**src/rtl/dma_ch_pkg.sv**
```systemverilog
package dma_ch_pkg;

    localparam int BURST_FW = 4;
    localparam int BL_W     = 1 << BURST_FW;
    localparam int SEL_W    = 4;
    localparam int DATA_W   = 32;

    localparam logic [2:0] OFS_SRC  = 3'd0;
    localparam logic [2:0] OFS_DST  = 3'd1;
    localparam logic [2:0] OFS_CNT  = 3'd2;
    localparam logic [2:0] OFS_CTRL = 3'd3;
    localparam logic [2:0] OFS_SEL  = 3'd4;

    typedef enum logic [1:0] {
        W_BYTE = 2'd0,
        W_HALF = 2'd1,
        W_WORD = 2'd2
    } width_e;

    typedef enum logic [1:0] {
        ST_IDLE = 2'd0,
        ST_RD   = 2'd1,
        ST_WR   = 2'd2
    } xfer_st_e;

    // Field order gives: en=0, circ=1, m2m=2, swid=4:3, sinc=5,
    // dwid=7:6, dinc=8, prio=10:9, burst=14:11
    typedef struct packed {
        logic [BURST_FW-1:0] burst;
        logic [1:0]          prio;
        logic                dinc;
        logic [1:0]          dwid;
        logic                sinc;
        logic [1:0]          swid;
        logic                m2m;
        logic                circ;
        logic                en;
    } ctrl_t;

    localparam int CTRL_W = $bits(ctrl_t);

    function automatic width_e legal_width(input logic [1:0] code);
        return (code == 2'd3) ? W_WORD : width_e'(code);
    endfunction

    function automatic logic [2:0] width_bytes(input width_e w);
        case (w)
            W_BYTE:  return 3'd1;
            W_HALF:  return 3'd2;
            default: return 3'd4;
        endcase
    endfunction

    function automatic logic [DATA_W-1:0] clip(input logic [DATA_W-1:0] d, input width_e w);
        case (w)
            W_BYTE:  return {{(DATA_W-8){1'b0}}, d[7:0]};
            W_HALF:  return {{(DATA_W-16){1'b0}}, d[15:0]};
            default: return d;
        endcase
    endfunction

endpackage

```
**src/rtl/dma_ch_regs.sv**
```systemverilog
module dma_ch_regs
    import dma_ch_pkg::*;
#(
    parameter int ADDR_W = 32,
    parameter int CNT_W  = 16
) (
    input  logic              clk,
    input  logic              rst,
    input  logic              cfg_we,
    input  logic [2:0]        cfg_addr,
    input  logic [31:0]       cfg_wdata,
    input  logic              step_i,
    input  logic              finish_i,
    output logic [ADDR_W-1:0] src_o,
    output logic [ADDR_W-1:0] dst_o,
    output logic [CNT_W-1:0]  cnt_o,
    output logic [CNT_W-1:0]  total_o,
    output logic              en_o,
    output logic              m2m_o,
    output logic [BURST_FW-1:0] burst_o,
    output width_e            swid_o,
    output width_e            dwid_o,
    output logic [1:0]        prio_o,
    output logic [SEL_W-1:0]  sel_src_o,
    output logic [SEL_W-1:0]  sel_sig_o
);

    ctrl_t             ctrl_q;
    logic [ADDR_W-1:0] src_q, dst_q, src_sh, dst_sh;
    logic [CNT_W-1:0]  cnt_q, cnt_sh;
    logic [SEL_W-1:0]  ssrc_q, ssig_q;

    logic cfg_open, abort, keep_running;
    width_e sw, dw;

    assign cfg_open     = cfg_we && !ctrl_q.en;
    assign abort        = cfg_we && ctrl_q.en && (cfg_addr == OFS_CTRL) && !cfg_wdata[0];
    assign keep_running = ctrl_q.circ && (cnt_sh != '0);
    assign sw           = legal_width(ctrl_q.swid);
    assign dw           = legal_width(ctrl_q.dwid);

    always_ff @(posedge clk) begin
        if (rst || abort) begin
            ctrl_q <= '0;
            src_q  <= '0;
            dst_q  <= '0;
            src_sh <= '0;
            dst_sh <= '0;
            cnt_q  <= '0;
            cnt_sh <= '0;
            ssrc_q <= '0;
            ssig_q <= '0;
        end else if (cfg_open) begin
            case (cfg_addr)
                OFS_SRC:  begin src_q <= cfg_wdata[ADDR_W-1:0]; src_sh <= cfg_wdata[ADDR_W-1:0]; end
                OFS_DST:  begin dst_q <= cfg_wdata[ADDR_W-1:0]; dst_sh <= cfg_wdata[ADDR_W-1:0]; end
                OFS_CNT:  begin cnt_q <= cfg_wdata[CNT_W-1:0];  cnt_sh <= cfg_wdata[CNT_W-1:0];  end
                OFS_CTRL: ctrl_q <= ctrl_t'(cfg_wdata[CTRL_W-1:0]);
                OFS_SEL:  begin ssrc_q <= cfg_wdata[SEL_W-1:0]; ssig_q <= cfg_wdata[2*SEL_W-1:SEL_W]; end
                default:  ;
            endcase
        end else begin
            if (step_i) begin
                if (ctrl_q.sinc) src_q <= src_q + ADDR_W'(width_bytes(sw));
                if (ctrl_q.dinc) dst_q <= dst_q + ADDR_W'(width_bytes(dw));
                cnt_q <= cnt_q - CNT_W'(1);
            end
            if (finish_i) begin
                if (keep_running) begin
                    src_q <= src_sh;
                    dst_q <= dst_sh;
                    cnt_q <= cnt_sh;
                end else begin
                    ctrl_q.en <= 1'b0;
                end
            end
        end
    end

    assign src_o     = src_q;
    assign dst_o     = dst_q;
    assign cnt_o     = cnt_q;
    assign total_o   = cnt_sh;
    assign en_o      = ctrl_q.en;
    assign m2m_o     = ctrl_q.m2m;
    assign burst_o   = ctrl_q.burst;
    assign swid_o    = sw;
    assign dwid_o    = dw;
    assign prio_o    = ctrl_q.prio;
    assign sel_src_o = ssrc_q;
    assign sel_sig_o = ssig_q;

    p_cnt_dec_r4: assert property (@(posedge clk) disable iff (rst)
        (step_i && !finish_i && !abort && !cfg_open) |=> (cnt_q == $past(cnt_q) - CNT_W'(1)));

    p_done_clears_en_r7: assert property (@(posedge clk) disable iff (rst)
        (finish_i && !keep_running) |=> !ctrl_q.en);

endmodule

```
**src/rtl/dma_ch_reqsel.sv**
```systemverilog
module dma_ch_reqsel
    import dma_ch_pkg::*;
#(
    parameter int NUM_SRC = 4,
    parameter int NUM_SIG = 4
) (
    input  logic [NUM_SRC*NUM_SIG-1:0] periph_req,
    input  logic [SEL_W-1:0]           sel_src,
    input  logic [SEL_W-1:0]           sel_sig,
    output logic                       hit
);

    localparam int NUM_REQ = NUM_SRC * NUM_SIG;

    logic [NUM_REQ-1:0] match;

    for (genvar i = 0; i < NUM_REQ; i++) begin : g_line
        assign match[i] = (sel_src == SEL_W'(i / NUM_SIG + 1))
                       && (sel_sig == SEL_W'(i % NUM_SIG));
    end

    assign hit = |(match & periph_req);

endmodule

```
**src/rtl/dma_ch_xfer.sv**
```systemverilog
module dma_ch_xfer
    import dma_ch_pkg::*;
#(
    parameter int ADDR_W = 32,
    parameter int CNT_W  = 16
) (
    input  logic                clk,
    input  logic                rst,
    input  logic                en_i,
    input  logic                m2m_i,
    input  logic [BURST_FW-1:0] burst_i,
    input  width_e              swid_i,
    input  width_e              dwid_i,
    input  logic [ADDR_W-1:0]   src_i,
    input  logic [ADDR_W-1:0]   dst_i,
    input  logic [CNT_W-1:0]    cnt_i,
    input  logic [CNT_W-1:0]    total_i,
    input  logic                req_hit_i,
    output logic                bus_req,
    output logic                bus_we,
    output logic [ADDR_W-1:0]   bus_addr,
    output logic [1:0]          bus_size,
    output logic [DATA_W-1:0]   bus_wdata,
    input  logic [DATA_W-1:0]   bus_rdata,
    input  logic                bus_ack,
    output logic                step_o,
    output logic                finish_o,
    output logic                evt_half,
    output logic                evt_done
);

    xfer_st_e          state;
    logic [BL_W-1:0]   bleft;
    logic [DATA_W-1:0] data_q;
    logic              last_item;

    assign last_item = (cnt_i == CNT_W'(1));

    always_comb begin
        step_o   = 1'b0;
        finish_o = 1'b0;
        case (state)
            ST_IDLE: finish_o = en_i && (cnt_i == '0);
            ST_WR: begin
                step_o   = en_i && bus_ack;
                finish_o = en_i && bus_ack && last_item;
            end
            default: ;
        endcase
    end

    always_ff @(posedge clk) begin
        if (rst) begin
            state    <= ST_IDLE;
            bleft    <= '0;
            data_q   <= '0;
            evt_half <= 1'b0;
            evt_done <= 1'b0;
        end else begin
            evt_done <= finish_o;
            evt_half <= step_o && (total_i >= CNT_W'(2))
                     && ((cnt_i - CNT_W'(1)) == (total_i >> 1));
            case (state)
                ST_IDLE: begin
                    if (en_i && (cnt_i != '0) && (m2m_i || req_hit_i)) begin
                        state <= ST_RD;
                        bleft <= BL_W'(1) << burst_i;
                    end
                end
                ST_RD: begin
                    if (!en_i) begin
                        state <= ST_IDLE;
                    end else if (bus_ack) begin
                        data_q <= clip(bus_rdata, swid_i);
                        state  <= ST_WR;
                    end
                end
                ST_WR: begin
                    if (!en_i) begin
                        state <= ST_IDLE;
                    end else if (bus_ack) begin
                        if (last_item || (bleft == BL_W'(1))) begin
                            state <= ST_IDLE;
                        end else begin
                            bleft <= bleft - BL_W'(1);
                            state <= ST_RD;
                        end
                    end
                end
                default: state <= ST_IDLE;
            endcase
        end
    end

    assign bus_req   = (state != ST_IDLE);
    assign bus_we    = (state == ST_WR);
    assign bus_addr  = (state == ST_WR) ? dst_i : src_i;
    assign bus_size  = (state == ST_WR) ? dwid_i : swid_i;
    assign bus_wdata = data_q;

    p_wr_follows_rd_r3: assert property (@(posedge clk) disable iff (rst)
        (state == ST_RD && en_i && bus_ack) |=> (bus_req && bus_we));

    p_idle_when_off_r1: assert property (@(posedge clk) disable iff (rst)
        !en_i |=> !bus_req);

    p_size_legal_r5: assert property (@(posedge clk) disable iff (rst)
        bus_req |-> (bus_size != 2'd3));

    p_half_total_r6: assert property (@(posedge clk) disable iff (rst)
        evt_half |-> ($past(total_i) >= CNT_W'(2)));

endmodule

```
**src/rtl/dma_channel.sv**
```systemverilog
module dma_channel
    import dma_ch_pkg::*;
#(
    parameter int ADDR_W  = 32,
    parameter int CNT_W   = 16,
    parameter int NUM_SRC = 4,
    parameter int NUM_SIG = 4
) (
    input  logic                       clk,
    input  logic                       rst,
    input  logic                       cfg_we,
    input  logic [2:0]                 cfg_addr,
    input  logic [31:0]                cfg_wdata,
    input  logic [NUM_SRC*NUM_SIG-1:0] periph_req,
    output logic                       bus_req,
    output logic                       bus_we,
    output logic [ADDR_W-1:0]          bus_addr,
    output logic [1:0]                 bus_size,
    output logic [31:0]                bus_wdata,
    input  logic [31:0]                bus_rdata,
    input  logic                       bus_ack,
    output logic                       evt_half,
    output logic                       evt_done,
    output logic                       chan_en,
    output logic [1:0]                 chan_prio
);

    logic [ADDR_W-1:0]   src, dst;
    logic [CNT_W-1:0]    cnt, total;
    logic                en, m2m, step, finish, hit;
    logic [BURST_FW-1:0] burst;
    width_e              swid, dwid;
    logic [SEL_W-1:0]    sel_src, sel_sig;

    dma_ch_regs #(.ADDR_W(ADDR_W), .CNT_W(CNT_W)) u_regs (
        .clk(clk), .rst(rst),
        .cfg_we(cfg_we), .cfg_addr(cfg_addr), .cfg_wdata(cfg_wdata),
        .step_i(step), .finish_i(finish),
        .src_o(src), .dst_o(dst), .cnt_o(cnt), .total_o(total),
        .en_o(en), .m2m_o(m2m), .burst_o(burst),
        .swid_o(swid), .dwid_o(dwid), .prio_o(chan_prio),
        .sel_src_o(sel_src), .sel_sig_o(sel_sig)
    );

    dma_ch_reqsel #(.NUM_SRC(NUM_SRC), .NUM_SIG(NUM_SIG)) u_sel (
        .periph_req(periph_req), .sel_src(sel_src), .sel_sig(sel_sig), .hit(hit)
    );

    dma_ch_xfer #(.ADDR_W(ADDR_W), .CNT_W(CNT_W)) u_xfer (
        .clk(clk), .rst(rst),
        .en_i(en), .m2m_i(m2m), .burst_i(burst),
        .swid_i(swid), .dwid_i(dwid),
        .src_i(src), .dst_i(dst), .cnt_i(cnt), .total_i(total),
        .req_hit_i(hit),
        .bus_req(bus_req), .bus_we(bus_we), .bus_addr(bus_addr),
        .bus_size(bus_size), .bus_wdata(bus_wdata), .bus_rdata(bus_rdata),
        .bus_ack(bus_ack),
        .step_o(step), .finish_o(finish),
        .evt_half(evt_half), .evt_done(evt_done)
    );

    assign chan_en = en;

endmodule

```
**config.mk**
```make
export PLATFORM = sky130hd
export DESIGN_NAME = dma_channel
export DESIGN_NICKNAME = d
export VERILOG_FILES = /design/src/rtl/dma_ch_pkg.sv /design/src/rtl/dma_ch_regs.sv /design/src/rtl/dma_ch_reqsel.sv /design/src/rtl/dma_ch_xfer.sv /design/src/rtl/dma_channel.sv
export SDC_FILE = /design/constraint.sdc
export NUM_CORES = 1
export LEC_CHECK = 0
export ABC_AREA = 1
export BUFFER_PORTS_ARGS = -buffer_cell sky130_fd_sc_hd__buf_2
export CORE_AREA = 2 2 152 154
export DETAILED_ROUTE_END_ITERATION = 16
export DIE_AREA = 0 0 154 156
export GPL_TIMING_DRIVEN = 1
export PLACE_DENSITY = 0.94
export SKIP_CTS_REPAIR_TIMING = 1
export SYNTH_ARGS = -nofsm -noshare
export SYNTH_HDL_FRONTEND = slang
export SYNTH_SLANG_ARGS = --single-unit
```
**constraint.sdc**
```tcl
create_clock -name clk -period 4.2 [get_ports clk]
set_input_delay 0.63 -clock clk [delete_from_list [all_inputs] [get_ports clk]]
set_output_delay 0.63 -clock clk [all_outputs]
set_load 0.01 [all_outputs]
```
==> metrics.txt <==
final net count=2,438; CP Launch Type=flip-flop; post-route ant nets=0; CP Data Arrival Time=about 2300 ps; drt first pass iters=7; Max Clock Freq=0.3390 GHz; CTS H-tree lvls=1; CTS clk-pin slew, worst paths=around 60 ps; # IOs=160; Fin Hold WS=approximately 350 ps; WS Path Type=reg2out; reg2reg start=u_regs.en_o$_SDFFE_PP0P_; Lkg Pwr=~0.0069 µW; Core Rows=55; Req. time, crit path=3570 ps; area grow syn2layout=12.56%; Worst-Margin Slew=1209 ps; Crit. End Element=output pin; Root Driver=clkbuf_16; post-synthesis register bit count=~240; total power=approximately 5500 µW; Peak VDD IR=between 300 and 400 µV; TritonCTS clock tree=done; total number of vias=about 16,000; Crit path max-delay family=simple AND/OR/NAND/NOR gates; global-route wire length before repair=between 60 and 70 mm; Ys Warns=0; CTS Sinks=around 240; share of the synthesized area in the top cell type=33.46%; clock share of power=46.3%; crit-path max FO=~70; MaxCap Viol Count=0; Post-synth EDFFs=0; mapped cell area=between 10,000 and 15,000 µm²; Fin Setup TNS=0 ps; sequential share of the synthesized area=between 30% and 40%; asr flop ratio synth=0%; mean routed wirelength per cell=between 15 and 20 µm; Slew HR=between 10% and 20%; Hold EP=u_xfer.bus_wdata[1]$_SDFFE_PP0P_; port bufs=159; GRT Util Overall=35.18%; Post-synth top flop=dfxtp_1; grt ovf=0; CP peak stage delay=540 ps; crit-path cells=inv_2 -> nand2_4 -> nand2_1 -> o21ai_0 -> buf_2; Worst R2R Setup Slack=roughly 1300 ps; Synth cell types=between 40 and 50; drt initial violations=approximately 1,900; final-report max-slew violation count=0; setup ws final=about 1300 ps; Slowest cell on crit path=dfxtp_1; crit path buf inv count=2; cts bufs inserted=26; Final Instance Count excl. Fillers=2,643; RSZ-0062 raised after global routing=no; Setup WS pre-CTS=about 1300 ps; initial antenna violation count=0; Die Span Y=between 150 and 200 µm; Synth area leaders=dfxtp_1 (33%), nand2_1 (15%), nand3_1 (8.5%); vias in the first global route=14,315; starting density of the core=62.86%; minimum clock period=~2900 ps; largest net degree at the start of global routing=~130; Switching Share=between 20% and 30%; hold path start=bus_rdata[1]; core area=~22,000 µm²; Syn Nets=~2,300; reg2reg end=u_regs.src_o[6]$_SDFFE_PP0P_; cell taking the most area after synthesis=dfxtp_1; Gate power share=a little over a tenth; Total Wirelength=roughly 44 mm; Die X=~150 µm; dpl cells=about 2,600; Power Internal=slightly above 4000 µW; Final Skew=13.73 ps; mean post-synth cell area=6.254 µm²; Net Switching=approximately 1400 µW; register share of total power=a little over two fifths; Vias/cell=5.890; outcome=finished, final reports clean; path depth of the worst reg2reg path=9; Placer Congestion=between 0.9 and 1; PD cells=~350 nW/µm²; fraction of layout cells with a size suffix above 1=approximately 11%; worst hold path depth=3; Worst-Skew Late Latency=between 500 and 600 ps; synthesized instance count=around 2,200; Hold/Removal Path Class=in2reg; full die area=around 24,000 µm²; DRC=0; CTS max path bufs=3; HPWL Detailed=between 30 and 40 mm; # diodes=0; Final Hold Vio Count=0; setup violators final=0; Final period util=between 70% and 80%
## stage by stage
| stage | instance area [µm²] | util (%) |
|---|---|---|
| after floorplan | 14060 | - |
| after global placement | 14870 | 66.51 |
| after detailed placement | 14870 | 66.51 |
| after CTS | 15820 | 70.75 |
| after global routing | 15820 | 70.75 |
| final | 15820 | 70.75 |
## how the worst max path moves through the flow
| stage | startpoint | endpoint | cells past startpoint |
|---|---|---|---|
| 4_1_cts | u_xfer.state[0]$_SDFFE_PP0P_ | bus_addr[9] | 5 |
| 3_3_place_gp | cfg_we | u_regs.src_o[3]$_SDFFE_PP0P_ | 9 |
| 2_1_floorplan | u_regs.ctrl_q[4]$_SDFFE_PP0P_ | u_regs.src_o[26]$_SDFFE_PP0P_ | 15 |
| 5_1_grt | u_xfer.state[0]$_SDFFE_PP0P_ | bus_addr[9] | 5 |
| 6_report | u_xfer.state[0]$_SDFFE_PP0P_ | bus_addr[15] | 5 |
| 3_5_place_dp | cfg_addr[0] | u_regs.src_o[6]$_SDFFE_PP0P_ | 9 |
## cells by family after synthesis
group,share of synthesized area (%)
simple gates,34.97
flops,33.46
fa+ha+maj,1.175
compound gates,16.31
xor+xnor,2.990
buf+inv,11.09
## synthesized netlist by cell type (2+ instances only)
library cell and number:
inv_1 288, o21ai_0 168, nand4_1 25, buf_1 16, nor2_8 3, nor3_1 28, o211ai_1 20, or2_2 7
clkbuf_1 69, nand2_2 6, nand2_1 548, ha_1 10, xor2_1 40, nand3_2 2, buf_2 16, or2_0 11
o21a_1 2, nor2_1 198, dfxtp_1 235, nand3b_1 12, inv_2 7, fa_1 2, buf_4 5, or2_1 4
nand3_1 240, nor3_2 2, o21ai_1 3, nor2_4 8, a22oi_1 8, nand2_4 6, a211oi_1 4, nor4_1 3
xnor2_1 8, nor2_2 7, a21oi_1 230
## flip-flops by register name, summed over array words and instances, names as in the netlist, 4 cells and up
register          flops
u_regs.sel_src_o      4
u_xfer.bleft         16
u_regs.src_o         32
u_regs.total_o       16
u_xfer.bus_wdata     32
u_regs.cnt_o         16
u_regs.src_sh        32
u_regs.dst_o         32
u_regs.burst_o        4
u_regs.dst_sh        32
u_regs.sel_sig_o      4
u_regs.ctrl_q         7
## tightest hold or removal path, stage by stage
cell     delay (ps)
buf_2            70
o21ai_0          70
nor2_1           70
## final cells by class
type | count | area [µm²]
Clock inverter | 11 | 180.2
Sequential cell | 235 | 4705
Inverter | 296 | 1111
Timing Repair Buffer | 170 | 890.9
Tap cell | 285 | 356.6
Multi-Input combinational cell | 1610 | 7811
Clock buffer | 36 | 769.5
Fill cell | 1812 | 6541
## routing by layer
metal  vias up  routed length [µm]  share of wire [%]  track usage, %
met5         -                   0                  0               0
met4         0                2478                5.7           19.40
met3       194                4013                9.2           5.583
met2       829               20720                 47           60.58
met1      7127               16590                 38           42.14
li1       7416                   -                  -               -
## power by group through the flow
stage | combinational, µW | clock [µW] | sequential (µW)
after floorplan | 377 | 0 | 2380
after global placement | 539 | 0 | 2400
after detailed placement | 553 | 0 | 2400
after CTS | 560 | 2540 | 2350
after global routing | 633 | 2630 | 2360
final | 576 | 2530 | 2360
## layout by cell type (no fill, tap or decap), types with 3 or more instances in the layout
cell type,n
a211oi_1,4
a21oi_1,230
a22oi_1,8
buf_2,159
buf_4,10
bufinv_16,5
clkbuf_1,3
clkbuf_16,27
clkbuf_8,6
clkinv_2,6
dfxtp_1,235
ha_1,10
inv_1,288
inv_2,7
nand2_1,547
nand2_2,5
nand2_4,8
nand3_1,240
nand3b_1,12
nand4_1,25
nor2_1,198
nor2_2,7
nor2_4,8
nor2_8,3
nor3_1,28
nor4_1,3
o211ai_1,20
o21ai_0,168
or2_0,11
or2_1,4
or2_2,7
xnor2_1,8
xor2_1,40
Note: power is estimated with default switching activity, not from simulation.
